`src/rtl/e3_oh_pkg.sv`:
```
package e3_oh_pkg;

  typedef enum logic [2:0] {
    SLOT_PAY, SLOT_FA1, SLOT_FA2, SLOT_EM,
    SLOT_TR,  SLOT_MA,  SLOT_NR,  SLOT_GC
  } slot_e;

  localparam logic [7:0] FAW_FIRST  = 8'hF6;
  localparam logic [7:0] FAW_SECOND = 8'h28;

  localparam logic [1:0] NR_FROM_REG  = 2'b00;
  localparam logic [1:0] NR_FROM_FEAC = 2'b01;
  localparam logic [1:0] NR_FROM_LINK = 2'b10;

  // Parity step: one byte folded into a running column parity
  function automatic logic [7:0] bip8_fold(input logic [7:0] acc,
                                           input logic [7:0] b);
    return acc ^ b;
  endfunction

  // Position to overhead slot
  function automatic slot_e slot_of(input int unsigned row,
                                    input int unsigned col);
    slot_e s;
    s = SLOT_PAY;
    if (row == 0 && col == 0)      s = SLOT_FA1;
    else if (row == 0 && col == 1) s = SLOT_FA2;
    else if (col == 0) begin
      case (row)
        1: s = SLOT_EM;
        2: s = SLOT_TR;
        3: s = SLOT_MA;
        4: s = SLOT_NR;
        5: s = SLOT_GC;
        default: s = SLOT_PAY;
      endcase
    end
    return s;
  endfunction

endpackage

```
`src/rtl/e3_oh_slot_decode.sv`:
```
module e3_oh_slot_decode
  import e3_oh_pkg::*;
#(
  parameter int ROW_W = 4,
  parameter int COL_W = 6
) (
  input  logic [ROW_W-1:0] row,
  input  logic [COL_W-1:0] col,
  output slot_e            slot,
  output logic             is_oh
);

  always_comb begin
    slot  = slot_of(32'(row), 32'(col));
    is_oh = (slot != SLOT_PAY);
  end

endmodule

```
`src/rtl/e3_oh_bip8.sv`:
```
module e3_oh_bip8
  import e3_oh_pkg::*;
(
  input  logic       clk,
  input  logic       rst_n,
  input  logic       tap_valid,
  input  logic       tap_sof,
  input  logic [7:0] tap_data,
  output logic [7:0] bip,
  output logic       latch_evt
);

  logic [7:0] acc;

  assign latch_evt = tap_valid && tap_sof;

  always_ff @(posedge clk) begin
    if (!rst_n) begin
      acc <= 8'h00;
      bip <= 8'h00;
    end else if (tap_valid) begin
      if (tap_sof) begin
        bip <= acc;
        acc <= tap_data;
      end else begin
        acc <= bip8_fold(acc, tap_data);
      end
    end
  end


  bip_hold_chk: assert property (@(posedge clk) disable iff (!rst_n)
    !latch_evt |=> $stable(bip));


  acc_idle_chk: assert property (@(posedge clk) disable iff (!rst_n)
    !tap_valid |=> $stable(acc));

endmodule

```
`src/rtl/e3_oh_src_mux.sv`:
```
module e3_oh_src_mux
  import e3_oh_pkg::*;
(
  input  logic       clk,
  input  logic       rst_n,
  input  logic       go,
  input  logic       frame_start,
  input  slot_e      slot,
  input  logic [7:0] bip,
  input  logic [7:0] tr_byte,
  input  logic [7:0] ma_byte,
  input  logic [1:0] nr_sel,
  input  logic [7:0] nr_reg,
  input  logic [7:0] feac_byte,
  input  logic       gc_sel,
  input  logic [7:0] gc_reg,
  input  logic [7:0] hdlc_byte,
  output logic [7:0] oh_byte,
  output logic       hdlc_req
);

  logic       nr_link;
  logic       link_taken;
  logic [7:0] link_hold;
  logic [7:0] nr_byte;
  logic [7:0] gc_byte;

  assign nr_link  = (nr_sel == NR_FROM_LINK);
  assign hdlc_req = go && ((slot == SLOT_NR && nr_link) ||
                           (slot == SLOT_GC && gc_sel && !nr_link));

  always_ff @(posedge clk) begin
    if (!rst_n) begin
      link_taken <= 1'b0;
      link_hold  <= 8'h00;
    end else begin
      if (frame_start) link_taken <= 1'b0;
      if (hdlc_req) begin
        link_taken <= 1'b1;
        link_hold  <= hdlc_byte;
      end
    end
  end

  always_comb begin
    case (nr_sel)
      NR_FROM_FEAC: nr_byte = feac_byte;
      NR_FROM_LINK: nr_byte = hdlc_byte;
      default:      nr_byte = nr_reg;
    endcase
    if (!gc_sel)      gc_byte = gc_reg;
    else if (nr_link) gc_byte = link_hold;
    else              gc_byte = hdlc_byte;

    case (slot)
      SLOT_FA1: oh_byte = FAW_FIRST;
      SLOT_FA2: oh_byte = FAW_SECOND;
      SLOT_EM:  oh_byte = bip;
      SLOT_TR:  oh_byte = tr_byte;
      SLOT_MA:  oh_byte = ma_byte;
      SLOT_NR:  oh_byte = nr_byte;
      SLOT_GC:  oh_byte = gc_byte;
      default:  oh_byte = 8'h00;
    endcase
  end


  one_fetch_per_frame_chk: assert property (@(posedge clk) disable iff (!rst_n)
    (hdlc_req && !frame_start) |-> !link_taken);


  hold_capture_chk: assert property (@(posedge clk) disable iff (!rst_n)
    hdlc_req |=> (link_hold == $past(hdlc_byte)));

endmodule

```
`src/rtl/e3_oh_inserter.sv`:
```
module e3_oh_inserter
  import e3_oh_pkg::*;
#(
  parameter int ROWS = 9,
  parameter int COLS = 59
) (
  input  logic                    clk,
  input  logic                    rst_n,
  input  logic                    gen_en,
  input  logic [1:0]              nr_sel,
  input  logic [7:0]              nr_reg,
  input  logic                    gc_sel,
  input  logic [7:0]              gc_reg,
  input  logic [7:0]              tr_byte,
  input  logic [7:0]              ma_byte,
  input  logic [7:0]              feac_byte,
  input  logic [7:0]              hdlc_byte,
  output logic                    hdlc_req,
  input  logic                    in_valid,
  input  logic                    in_sof,
  input  logic [$clog2(ROWS)-1:0] in_row,
  input  logic [$clog2(COLS)-1:0] in_col,
  input  logic [7:0]              in_data,
  output logic                    out_valid,
  output logic                    out_sof,
  output logic [7:0]              out_data,
  input  logic                    tap_valid,
  input  logic                    tap_sof,
  input  logic [7:0]              tap_data
);

  localparam int ROW_W = $clog2(ROWS);
  localparam int COL_W = $clog2(COLS);

  slot_e      slot;
  logic       is_oh;
  logic       go;
  logic       frame_start;
  logic [7:0] bip;
  logic       bip_latch;
  logic [7:0] oh_byte;

  assign go          = in_valid && gen_en;
  assign frame_start = in_valid && in_sof;

  e3_oh_slot_decode #(.ROW_W(ROW_W), .COL_W(COL_W)) u_dec (
    .row   (in_row),
    .col   (in_col),
    .slot  (slot),
    .is_oh (is_oh)
  );

  e3_oh_bip8 u_bip (
    .clk       (clk),
    .rst_n     (rst_n),
    .tap_valid (tap_valid),
    .tap_sof   (tap_sof),
    .tap_data  (tap_data),
    .bip       (bip),
    .latch_evt (bip_latch)
  );

  e3_oh_src_mux u_mux (
    .clk         (clk),
    .rst_n       (rst_n),
    .go          (go),
    .frame_start (frame_start),
    .slot        (slot),
    .bip         (bip),
    .tr_byte     (tr_byte),
    .ma_byte     (ma_byte),
    .nr_sel      (nr_sel),
    .nr_reg      (nr_reg),
    .feac_byte   (feac_byte),
    .gc_sel      (gc_sel),
    .gc_reg      (gc_reg),
    .hdlc_byte   (hdlc_byte),
    .oh_byte     (oh_byte),
    .hdlc_req    (hdlc_req)
  );

  always_ff @(posedge clk) begin
    if (!rst_n) begin
      out_valid <= 1'b0;
      out_sof   <= 1'b0;
      out_data  <= 8'h00;
    end else begin
      out_valid <= in_valid;
      out_sof   <= frame_start;
      out_data  <= (go && is_oh) ? oh_byte : in_data;
    end
  end


  valid_delay_chk: assert property (@(posedge clk) disable iff (!rst_n)
    in_valid |=> out_valid);


  idle_delay_chk: assert property (@(posedge clk) disable iff (!rst_n)
    !in_valid |=> !out_valid);


  sof_with_valid_chk: assert property (@(posedge clk) disable iff (!rst_n)
    out_sof |-> out_valid);


  faw_first_chk: assert property (@(posedge clk) disable iff (!rst_n)
    (go && in_row == '0 && in_col == '0) |=> (out_data == 8'hF6));


  bypass_chk: assert property (@(posedge clk) disable iff (!rst_n)
    (in_valid && !gen_en) |=> (out_data == $past(in_data)));


  no_fetch_bypass_chk: assert property (@(posedge clk) disable iff (!rst_n)
    !gen_en |-> !hdlc_req);

endmodule

```
`config.mk`:
```
export PLATFORM = sky130hd
export DESIGN_NAME = e3_oh_inserter
export DESIGN_NICKNAME = d
export VERILOG_FILES = /design/src/rtl/e3_oh_pkg.sv /design/src/rtl/e3_oh_slot_decode.sv /design/src/rtl/e3_oh_bip8.sv /design/src/rtl/e3_oh_src_mux.sv /design/src/rtl/e3_oh_inserter.sv
export SDC_FILE = /design/constraint.sdc
export NUM_CORES = 1
export LEC_CHECK = 0
export BUFFER_PORTS_ARGS = -buffer_cell sky130_fd_sc_hd__buf_4
export CAP_MARGIN = 30
export CORE_MARGIN = 2
export CORE_UTILIZATION = 50
export DETAILED_ROUTE_END_ITERATION = 16
export HOLD_SLACK_MARGIN = 0.15
export PLACE_DENSITY = 0.79
export SKIP_CTS_REPAIR_TIMING = 1
export SLEW_MARGIN = 40
export SYNTH_ARGS = -nofsm -noshare
export SYNTH_HDL_FRONTEND = slang
export SYNTH_SLANG_ARGS = --single-unit
export TNS_END_PERCENT = 100
```
`constraint.sdc`:
```
create_clock -name clk -period 6 [get_ports clk]
set_input_delay 0.9 -clock clk [delete_from_list [all_inputs] [get_ports clk]]
set_output_delay 0.9 -clock clk [all_outputs]
set_load 0.02 [all_outputs]
```
### Yosys cells after proc, flatten, opt, wreduce, memory -nomap -nowiden

Index checks and enable logic that the tools add are counted.

| word-level totals | value |
|---|---|
| output and inout bits | 11 |
| word-level logic and storage cells | 47 |
| input bits | 84 |
| register bits | 34 |

| cells by class | value |
|---|---|
| multiplexer cells | 10 |
| bitwise gates (word level) | 1 |
| equality and inequality tests | 15 |
| reductions and logical operators | 15 |

Operators by type and width:

| kind | number |
|---|---|
| case mux 8 bit (7 select lines) | 1 |
| 2-to-1 mux 8 bit | 4 |
| case mux 8 bit (2 select lines) | 1 |
| case mux 3 bit (5 select lines) | 1 |
| == test 3 bit, second input constant | 4 |
| logical AND 1 bit | 9 |
| 2-to-1 mux 3 bit | 3 |
| == test 4 x 2 -> 1 bit, second input constant | 2 |
| == test 4 x 3 -> 1 bit, second input constant | 2 |
| XOR 8 bit | 1 |
| == test 3 x 2 -> 1 bit, second input constant | 2 |
| == test 6 x 1 -> 1 bit, second input constant | 1 |
| zero test 6 bit | 1 |
| == test 4 x 1 -> 1 bit, second input constant | 1 |
| zero test 4 bit | 1 |
| == test 3 x 1 -> 1 bit, second input constant | 1 |
| nonzero test 3 bit | 1 |
| == test 2 x 1 -> 1 bit, second input constant | 1 |
| == test 2 bit, second input constant | 1 |
| AND reduction 2 bit | 1 |
| zero test 1 bit | 1 |
| logical OR 1 bit | 1 |

### Depth between registers and ports, before layout

Gate-level depths: netlist of run 1.

| logic depth | value |
|---|---|
| depth after elaboration | 10 |
| depth in mapped cells | 8 |
| gate-level depth less buffers | 6 |

### Cells and area by module

From an unflattened synthesis of run 1, not the netlist that was laid out.

| unflattened totals | value |
|---|---|
| cells, all modules | 274 |
| area total of the unflattened synthesis | 2,452.4 sq um |

Modules (own cells, without submodules):

| module | instances | seq. area each (sq um) | area an instance (sq um) | cells an instance |
|---|---|---|---|---|
| e3_oh_src_mux | 1 | 160.2 | 1,024.7 | 127 |
| e3_oh_bip8 | 1 | 320.3 | 909.6 | 91 |
| e3_oh_inserter | 1 | 200.2 | 402.9 | 42 |
| e3_oh_slot_decode | 1 | 0.0 | 115.1 | 14 |

### Least setup slack after synthesis of run 1

OpenSTA, ideal clock, no wires.

| timing | value |
|---|---|
| kind | input to output |
| start point | in nr_sel[0] |
| end point | out hdlc_req |
| arrival | 2,278 ps |
| path slack | 2,822 ps |
| stages on the path | 7 |
| cells stage by stage | inv_1 > ha_1 > buf_2 > buf_1 > inv_1 > o32ai_2 > and3_1 |

| on the way | value |
|---|---|
| longest elaborated chain between the ends | 5 |

Ends and longest elaborated chain:

| what | line | text |
|---|---|---|
| start, declared | e3_oh_inserter.sv:10 | `input logic [1:0] nr_sel,` |
| == test 2 bit (*) | e3_oh_src_mux.sv:28 | `assign nr_link = (nr_sel == NR_FROM_LINK);` |
| zero test 1 bit | e3_oh_src_mux.sv:30 | `(slot == SLOT_GC && gc_sel && !nr_link));` |
| logical AND 1 bit | e3_oh_src_mux.sv:30 |  |
| logical OR 1 bit (*) | e3_oh_src_mux.sv:29 | `assign hdlc_req = go && ((slot == SLOT_NR && nr_link) \|\|` |
| logical AND 1 bit (*) | e3_oh_src_mux.sv:29 |  |
| end, declared | e3_oh_inserter.sv:18 | `output logic hdlc_req,` |

Mark *: on every way between the ends. The rest lies on a longest branch, timed or not.

### Worst setup path after layout of run 1

Same ends and word-level chain as after synthesis.

==> implementation parameters, run 1 <==
Parameter                              Value

Logic synthesis
  Gate count after technology mapping    between 200 and 300
  Register area share after synthesis    30.5%
  Ys async rst share    0%
  Number of warnings printed during yosys synthesis    0
  Syn Nets    374
  Post-synth top flop    dfxtp_1
  Number of enable-type register cells in the synthesized netlist    0
  Combined area of all synthesized cells    2230 sq um
  Mean Syn Cell Area    7.76 sq um
  Post-synthesis register bit count    34
  Cell variety after synth    44

Die
  Cell row count    24
  Starting density of the core    roughly half
  Number of top-level pins    95
  Vert. Die Dim    ~71 um
  Die outline area    5020 sq um
  CORE AREA    4320 sq um
  Horizontal die dimension    70.9 um

Global route
  Total global routing overflow    0
  Overall Global Routing Usage    27.1%
  Number of antenna violations at the first check in global routing    0
  First-pass GRT wire length    11,000 um
  Pin count of the biggest net entering global routing    26
  Via count of the first global-routing pass    2,306

Placed design
  Routability cong.    approximately 0.93
  Half-perimeter wire length of the detailed placement result    5150 um
  Number of I/O port buffers    94
  Post-Place Cell Area    2920 sq um

Cells and area
  FF+latch area    681 sq um
  Most common library cell in the layout ignoring fill and taps    buf_4
  Layout area overhead    35.6%
  Commonest non-fill, non-tap cells in the layout    94 x buf_4, 34 x dfxtp_1, 27 x o21ai_0, 21 x nor2_1, 17 x a21oi_1
  Antenna cell count    0
  Final-layout fill cell count    between 300 and 400
  Summed area of non-filler cells in the final layout    3030 sq um
  Fin nets    451
  Share of final-layout standard cells stronger than drive strength 1    30.4%
  Area occupied by multi-input gates    1410 sq um

Setup path
  Minimum setup slack among reg-to-reg paths    between 4 and 5 ns
  Critical Path Source Type    primary input
  Endpoint arrival time on the critical path    2.71 ns
  Worst-path maximum fanout    18
  Data required time at the worst endpoint    about 5 ns
  Critical path class    primary input to primary output
  Critical path endpoint category    primary output

STA
  Timing-limited maximum frequency    about 280 MHz
  Ratio of final minimum period to clock period    between 60% and 70%
  Minimum period implied by the final worst setup slack    3.61 ns
  Final setup TNS    0 ns
  Worst-case headroom to the max-slew limit    49.1%
  Number of hold violations in the final report    0
  Slew at the pin with the worst max-slew slack    0.760 ns
  Clock Skew    ~0.01 ns
  Minimum hold slack    0.460 ns
  Final count of pins violating max slew    0
  Unrepaired setup endpoints after global routing    no
  Number of failing setup endpoints in the final timing report    0

Detailed routing
  Number of remaining DRC errors    0
  Antenna Nets Post-Route    0
  Routed WL per cell    roughly 16 um
  Drt pass-1 iters    5
  Count of vias placed by the detailed router    2,505
  Number of DRC violations after detailed-routing iteration 0    265
  Total routed wirelength    around 6700 um
  Vias per Instance    6.01

Power and ir drop
  Pwr dens    191 nW/um^2
  Switching power as a share of total power    25.6%
  Peak supply drop    between 0.15 and 0.2 mV
  Flop pwr share    roughly two fifths
  Proportion of power drawn by combinational gates    22.1%
  Leakage Power    1.20 nW
  Clock network fraction of design power    36.7%
  Switching power of the nets    ~0.00015 W
  Internal cell power    0.000430 W

Clock tree
  Cell at the root of the clock tree    clkbuf_8
  CTS buffer count    5
  Clock edge transition at the registers on the reported setup and hold paths    0.06 ns
  Clock insertion delay at the later pin of the skew report    around 0.28 ns
  Count of H-tree levels built during CTS    2
  CTS max path bufs    2
  Number of sinks driven by the clock tree    34
  CTS tree    built

Outcome
  Outcome    finished clean

Worst hold path
  Path category of the worst min-delay check    register to register

Flow run
  Max-cap viol count    0
-- Yosys cell counts, types with 5 or more instances --
master	number	share of area (%)
and3_1	6	1.7
a31oi_1	5	1.4
a221oi_1	6	2.4
o21ai_1	16	3.6
inv_1	14	2.4
clkbuf_1	17	2.9
a32oi_1	8	3.1
nor2_1	21	3.5
a21oi_1	17	3.8
nand2_1	16	2.7
nand2b_1	9	2.5
a41oi_1	5	2.0
dfxtp_1	34	30
nand3_1	16	3.6
a2111oi_0	13	5.1
o21ai_0	27	6.0
o21a_1	8	2.7
mux2i_1	9	4.0
-- logic make-up (layout without fill, tap and decap cells) --
group	after synthesis	count (layout)	share of synthesized area, %
buffers and inverters	38	115	6.94
xor gates and xnor gates	1	1	0.392
adders and majority gates	2	2	1.12
AOI/OAI and AO/OA	116	116	35.3
muxes	11	11	5.04
and+or+nand+nor	86	86	20.8
DFF	34	34	30.5
-- cell type report --
class	instances	area share, %
clock inverter	1	0.991
inverter	14	1.73
tap	52	2.15
sequential	34	22.5
multi-input combinational	216	46.6
clock buffer	6	2.73
timing repair buffer	94	23.3
-- flip-flops by register name, indices dropped and copies added, names as in the netlist --
register and cells:
out_sof 1, u_mux.link_hold 8, u_bip.bip 8, out_data 8, u_bip.acc 8, out_valid 1
-- power by group through the flow --
stage / clock network, W / logic (W) / registers [W]
after global routing: 0.000224 / 0.000139 / 0.000239
after floorplan: 0 / 0.0000587 / 0.000247
after detailed placement: 0 / 0.000126 / 0.000243
final: 0.000212 / 0.000128 / 0.000238
after CTS: 0.000215 / 0.000126 / 0.000238
after global placement: 0 / 0.000123 / 0.000243
-- worst paths after layout --
path                 startpoint      endpoint  depth (start not counted)
min reg2reg        u_bip.bip[2]  u_bip.bip[2]                          2
max                   nr_sel[0]      hdlc_req                          7
max reg2reg  u_mux.link_hold[1]   out_data[1]                          4
min                u_bip.bip[2]  u_bip.bip[2]                          2
-- metrics by stage --
stage | power (W) | setup slack [ns] | std cells | utilization [%]
6_report | 0.000578 | 2.39 | 417 | 70.1
5_1_grt | 0.000603 | 2.23 | 417 | 70.1
4_1_cts | 0.000579 | 2.39 | 417 | 70.1
3_5_place_dp | 0.000369 | 2.39 | 410 | 67.4
3_3_place_gp | 0.000366 | 2.37 | 410 | 67.1
2_1_floorplan | 0.000306 | 2.82 | 288 | -
-- worst max-delay path, stage by stage --
cell      delay [ns]
buf_4           0.08
inv_1           0.04
ha_1            0.44
nand3b_1        0.31
o32ai_2         0.52
and3_1          0.27
buf_4           0.14
-- per-layer routing --
layer / up-vias / GRT usage (%) / share of wire [%]
li1: 1238 / - / -
met1: 1141 / 35.7 / 42
met2: 108 / 42.2 / 48
met3: 18 / 7.26 / 8.0
met4: 0 / 10.9 / 2.2
met5: - / 0 / 0
No activity file was read; power rests on OpenSTA's default activity.
==> run 2: changes to the inputs <==
--- a/config.mk
+++ b/config.mk
@@ -8,10 +8,10 @@
 export BUFFER_PORTS_ARGS = -buffer_cell sky130_fd_sc_hd__buf_4
 export CAP_MARGIN = 30
 export CORE_MARGIN = 2
-export CORE_UTILIZATION = 50
+export CORE_UTILIZATION = 43
 export DETAILED_ROUTE_END_ITERATION = 16
 export HOLD_SLACK_MARGIN = 0.15
-export PLACE_DENSITY = 0.79
+export PLACE_DENSITY = 0.72
 export SKIP_CTS_REPAIR_TIMING = 1
 export SLEW_MARGIN = 40
 export SYNTH_ARGS = -nofsm -noshare
==> constraint.sdc (replaced) <==
create_clock -name clk -period 3.1 [get_ports clk]
set_input_delay 0.465 -clock clk [delete_from_list [all_inputs] [get_ports clk]]
set_output_delay 0.465 -clock clk [all_outputs]
set_load 0.02 [all_outputs]
==> implementation parameters, run 2 (synthesis gave the netlist of run 1 again) <==
Parameter                              Value

Outcome
  Outcome    finished clean

STA
  Number of hold violations in the final report    0
  Unrepaired setup endpoints after global routing    no
  Slew at the pin with the worst max-slew slack    0.703 ns
  Clock Skew    0.00680 ns
  Ratio of final minimum period to clock period    73.6%
  Final setup TNS    0 ns
  Minimum hold slack    0.414 ns
  Timing-limited maximum frequency    438 MHz
  Number of failing setup endpoints in the final timing report    0
  Worst-case headroom to the max-slew limit    53.1%
  Minimum period implied by the final worst setup slack    2.28 ns
  Final count of pins violating max slew    0

Cells and area
  Most common library cell in the layout ignoring fill and taps    buf_4
  Commonest non-fill, non-tap cells in the layout    99 x buf_4, 34 x dfxtp_1, 27 x o21ai_0, 21 x nor2_1, 17 x a21oi_1
  Share of final-layout standard cells stronger than drive strength 1    between 30% and 40%
  Layout area overhead    37.8%
  Summed area of non-filler cells in the final layout    3080 sq um
  Fin nets    456
  Antenna cell count    0

Placed design
  Half-perimeter wire length of the detailed placement result    5340 um
  Post-Place Cell Area    around 3000 sq um
  Routability cong.    0.900
  Number of I/O port buffers    94

Flow run
  Max-cap viol count    0

Global route
  Met2 demand-to-capacity share in global routing    39.3%
  First-pass GRT wire length    11,600 um
  Via count of the first global-routing pass    roughly 2,400
  Met3 Usage GRT    5.33%
  Pin count of the biggest net entering global routing    26
  Number of antenna violations at the first check in global routing    0
  Overall Global Routing Usage    24.1%
  Total global routing overflow    0
  Met1 Resource Use GR    32.0%
  Global route hottest layer    met2

Clock tree
  Clock edge transition at the registers on the reported setup and hold paths    0.07 ns
  Cell at the root of the clock tree    clkbuf_8
  CTS tree    built
  CTS max path bufs    2
  CTS buffer count    5
  Count of H-tree levels built during CTS    2
  Number of sinks driven by the clock tree    34
  Clock insertion delay at the later pin of the skew report    0.28 ns

Die
  Cell row count    26
  CORE AREA    approximately 5000 sq um
  Die outline area    5790 sq um
  Starting density of the core    44.0%
  Vert. Die Dim    76.1 um
  Number of top-level pins    95
  Horizontal die dimension    76.1 um

Detailed routing
  Drt pass-1 iters    4
  Routed WL per cell    ~16 um
  Number of DRC violations after detailed-routing iteration 0    199
  Number of remaining DRC errors    0
  Count of vias placed by the detailed router    about 2,500
  Vias per Instance    about 5.7
  Total routed wirelength    6970 um
  Antenna Nets Post-Route    0

Setup path
  Cell repeated most along the worst path    buf_4
  Worst reg2reg path startpoint    u_mux.link_hold[3]
  Worst-path maximum fanout    9
  Data required time at the worst endpoint    ~2.6 ns
  Critical path endpoint category    primary output
  Critical Path Source Type    primary input
  Endpoint arrival time on the critical path    1.82 ns
  Critical path class    primary input to primary output
  First element of the critical path    nr_sel[0]
  Slowest CP cell    ha_1
  Ordered cell list for the critical path    buf_4 -> inv_1 -> ha_1 -> nand3b_1 -> o32ai_2 -> buf_4 -> and3_1 -> buf_4
  Delay of the slowest cell on the worst path    0.27 ns

Worst hold path
  Hold Startpoint    in_sof
  Path category of the worst min-delay check    primary input to register

Power and ir drop
  Pwr dens    353 nW/um^2
  Peak supply drop    0.221 mV
  Leakage Power    1.22 nW
## run 2: cell count changes in the layout (fill, tap and decap cells not counted)
cell / change
xnor2_1: +1
clkbuf_8: +2
bufinv_16: -1
buf_4: +5
xnor2_2: -1
## run 2: metrics by stage
stage               total power (W)  cells  util (%)  setup WS, ns
finish                      0.00109    441      60.7         0.819
global route                0.00114    441      60.7         0.730
floorplan                  0.000591    288         -         0.792
detailed placement         0.000718    433      58.4         0.781
global placement           0.000717    433      58.4         0.748
CTS                         0.00109    441      60.6         0.813
## run 2: path summary, 6_finish.rpt
path,cells after the start,end,slack (ns)
worst max-delay path,8,hdlc_req,0.82
worst min-delay path,2,out_sof,0.41
worst max register to register,4,out_data[3],1.68
worst min register to register,2,u_bip.bip[0],0.46
## run 2: area by class of cell
cell class | count | area, sq um
Clock buffer | 8 | 110
Inverter | 14 | 52.6
Multi-Input combinational cell | 216 | 1410
Fill cell | 479 | 2000
Sequential cell | 34 | 681
Timing Repair Buffer | 99 | 743
Tap cell | 70 | 87.6
## run 2: report_power, final
part | switching, W | internal (W) | total [W]
Sequential | 0.00000866 | 0.000453 | 0.000461
Combinational | 0.000126 | 0.000125 | 0.000251
Clock | 0.000152 | 0.000224 | 0.000376
## run 2: routing by layer
layer / vias to the layer above / share of wire, %
met5: - / 0
met4: 0 / 2.0
met3: 13 / 6.3
met2: 95 / 48
met1: 1155 / 44
li1: 1259 / -
## run 2: critical path, delay by kind of cell
kind                       cells  cell delay, ns
adders and majority gates      1            0.27
buffers and inverters          4            0.45
AOI/OAI and AO/OA              1            0.21
and+or+nand+nor                2            0.41
==> run 3: changes to the inputs <==
--- a/config.mk
+++ b/config.mk
@@ -5,13 +5,14 @@
 export SDC_FILE = /design/constraint.sdc
 export NUM_CORES = 1
 export LEC_CHECK = 0
+export ABC_AREA = 1
 export BUFFER_PORTS_ARGS = -buffer_cell sky130_fd_sc_hd__buf_4
 export CAP_MARGIN = 30
 export CORE_MARGIN = 2
-export CORE_UTILIZATION = 43
+export CORE_UTILIZATION = 49
 export DETAILED_ROUTE_END_ITERATION = 16
 export HOLD_SLACK_MARGIN = 0.15
-export PLACE_DENSITY = 0.72
+export PLACE_DENSITY = 0.76
 export SKIP_CTS_REPAIR_TIMING = 1
 export SLEW_MARGIN = 40
 export SYNTH_ARGS = -nofsm -noshare
==> constraint.sdc (replaced) <==
create_clock -name clk -period 2.32 [get_ports clk]
set_input_delay 0.348 -clock clk [delete_from_list [all_inputs] [get_ports clk]]
set_output_delay 0.348 -clock clk [all_outputs]
set_load 0.02 [all_outputs]
==> implementation parameters, run 3 <==
Parameter                              Value

STA
  Worst-case headroom to the max-slew limit    62.9%
  Slew at the pin with the worst max-slew slack    0.556 ns
  Number of failing setup endpoints in the final timing report    0
  Final count of pins violating max slew    0
  Unrepaired setup endpoints after global routing    no
  Number of hold violations in the final report    0
  Minimum period implied by the final worst setup slack    2.12 ns
  Timing-limited maximum frequency    472 MHz
  Final setup TNS    0 ns
  Clock Skew    0.0124 ns
  Ratio of final minimum period to clock period    slightly above 90%

Detailed routing
  Routed WL per cell    about 13 um
  Antenna Nets Post-Route    0
  Count of vias placed by the detailed router    2,785
  Number of remaining DRC errors    0
  Number of DRC violations after detailed-routing iteration 0    139
  Total routed wirelength    6960 um
  Drt pass-1 iters    5
  Vias per Instance    5.08

Clock tree
  CTS max path bufs    2
  Cell at the root of the clock tree    clkbuf_8
  CTS buffer count    5
  Clock edge transition at the registers on the reported setup and hold paths    0.07 ns
  Clock insertion delay at the later pin of the skew report    ~0.28 ns
  Count of H-tree levels built during CTS    2
  CTS tree    built
  Number of sinks driven by the clock tree    34

Global route
  Pin count of the biggest net entering global routing    34
  Overall Global Routing Usage    25.4%
  Total global routing overflow    0
  Via count of the first global-routing pass    2,535
  Number of antenna violations at the first check in global routing    0
  First-pass GRT wire length    11,000 um

Cells and area
  Share of final-layout standard cells stronger than drive strength 1    28.1%
  Fin cells    548
  Final core occ    68.8%
  Antenna cell count    0
  Most common library cell in the layout ignoring fill and taps    nand2_1
  Layout area overhead    35.1%
  Final-layout fill cell count    ~450
  Fin nets    566
  Commonest non-fill, non-tap cells in the layout    104 x nand2_1, 101 x buf_4, 46 x nor2_1, 43 x inv_1, 35 x nand4_1

Power and ir drop
  Peak supply drop    0.460 mV
  Leakage Power    1.66 nW
  Pwr dens    428 nW/um^2

Logic synthesis
  Register area share after synthesis    28.1%
  Gate count after technology mapping    391
  Ys async rst share    0%
  Number of enable-type register cells in the synthesized netlist    0
  Biggest area consumer among synthesized cells    dfxtp_1
  Post-synth top flop    dfxtp_1
  Combined area of all synthesized cells    around 2400 sq um
  Area share of the largest cell type after synthesis    roughly 28%
  Most used standard cells in the synthesized netlist    105 x nand2_1, 46 x nor2_1, 43 x inv_1
  Post-synthesis register bit count    34
  Syn Nets    ~480
  Leading cell types by total area after synthesis    dfxtp_1 28%, nand2_1 16%, nand4_1 9.0%
  Mean Syn Cell Area    6.20 sq um
  Cell variety after synth    32
  Number of warnings printed during yosys synthesis    0
  Count leader, synth    nand2_1

Setup path
  Data required time at the worst endpoint    approximately 2.0 ns
  Ordered cell list for the critical path    buf_4 -> nor2_2 -> nand2_1 -> nor2_2 -> nand2_1 -> clkinv_2 -> nand4_1 -> nand2_2 -> inv_2 -> nor2_8 -> buf_4
  Delay of the slowest cell on the worst path    0.18 ns
  Worst-path maximum fanout    9
  Endpoint arrival time on the critical path    1.77 ns
  Cell family contributing the most delay on the critical path    simple AND/OR/NAND/NOR gates
  Critical path class    primary input to primary output
  Worst Path Buf+Inv    4
  Slowest CP cell    nor2_2
  Critical path endpoint category    primary output
  Critical Path Source Type    primary input

Die
  CORE AREA    roughly 4800 sq um
  Horizontal die dimension    74.3 um
  Vert. Die Dim    approximately 74 um
  Die outline area    ~5500 sq um
  Number of top-level pins    95
  Starting density of the core    between 50% and 60%
  Cell row count    25

Placed design
  Number of I/O port buffers    94
  Placed instance count    540
  Routability cong.    0.918
  Half-perimeter wire length of the detailed placement result    5460 um

Outcome
  Outcome    finished clean

Worst hold path
  Path category of the worst min-delay check    primary input to register

Flow run
  Max-cap viol count    0
run 3: report_power, final:
| part | internal, W | switching [W] | total [W] |
|---|---|---|---|
| sequential | 0.000615 | 0.0000127 | 0.000627 |
| combinational | 0.000162 | 0.000168 | 0.000330 |
| clock | 0.000239 | 0.000205 | 0.000444 |
run 3: stage by stage:
stage	power (W)	instance area, sq um	setup WS (ns)	hold WS [ns]
finish	0.00140	3270	0.202	0.283
detailed placement	0.000969	3180	0.147	0.453
CTS	0.00141	3270	0.148	0.277
global placement	0.000965	3180	0.207	0.448
floorplan	0.000803	2420	0.620	0.430
global route	0.00148	3270	0.0536	0.286
run 3: area by class of cell:
type                       instances  area (sq um)  share of cell area (%)
timing repair buffer             101           758                    23.2
multi-input combinational        292          1490                    45.4
clock inverter                     1          5.00                   0.153
tap                               67          83.8                    2.56
sequential                        34           681                    20.8
inverter                          46           174                    5.31
clock buffer                       7          86.3                    2.64
run 3: path summary, 6_finish.rpt:
check / to / start / cells after the start / slack, ns
hold / removal: out_sof / in_sof / 3 / 0.28
hold reg to reg: u_bip.acc[0] / u_bip.acc[0] / 2 / 0.46
setup / recovery: hdlc_req / in_col[5] / 11 / 0.20
setup reg to reg: out_data[1] / u_mux.link_hold[1] / 6 / 1.21
run 3: tightest hold or removal path: cells and delay by family:
kind | cells | cell delay, ns
buf+inv | 2 | 0.11
simple gates | 1 | 0.08
run 3: metal layers:
metal  vias to the layer above  part of all wire (%)  global-route usage, %
met5                         -                     0                      0
met4                         0                   1.4                   7.94
met3                        10                   7.4                   4.88
met2                       104                    48                   41.9
met1                      1209                    43                   33.7
li1                       1462                     -                      -
run 3: kinds of logic (layout without fill, tap and decap cells):
| family | count (synthesis) | count (layout) | share of synthesized area (%) |
|---|---|---|---|
| AOI/OAI and AO/OA | 66 | 66 | 15.5 |
| and+or+nand+nor | 222 | 222 | 43.8 |
| buffers and inverters | 65 | 155 | 10.7 |
| DFF | 34 | 34 | 28.1 |
| muxes | 2 | 2 | 0.826 |
| adders and majority gates | 2 | 2 | 1.03 |
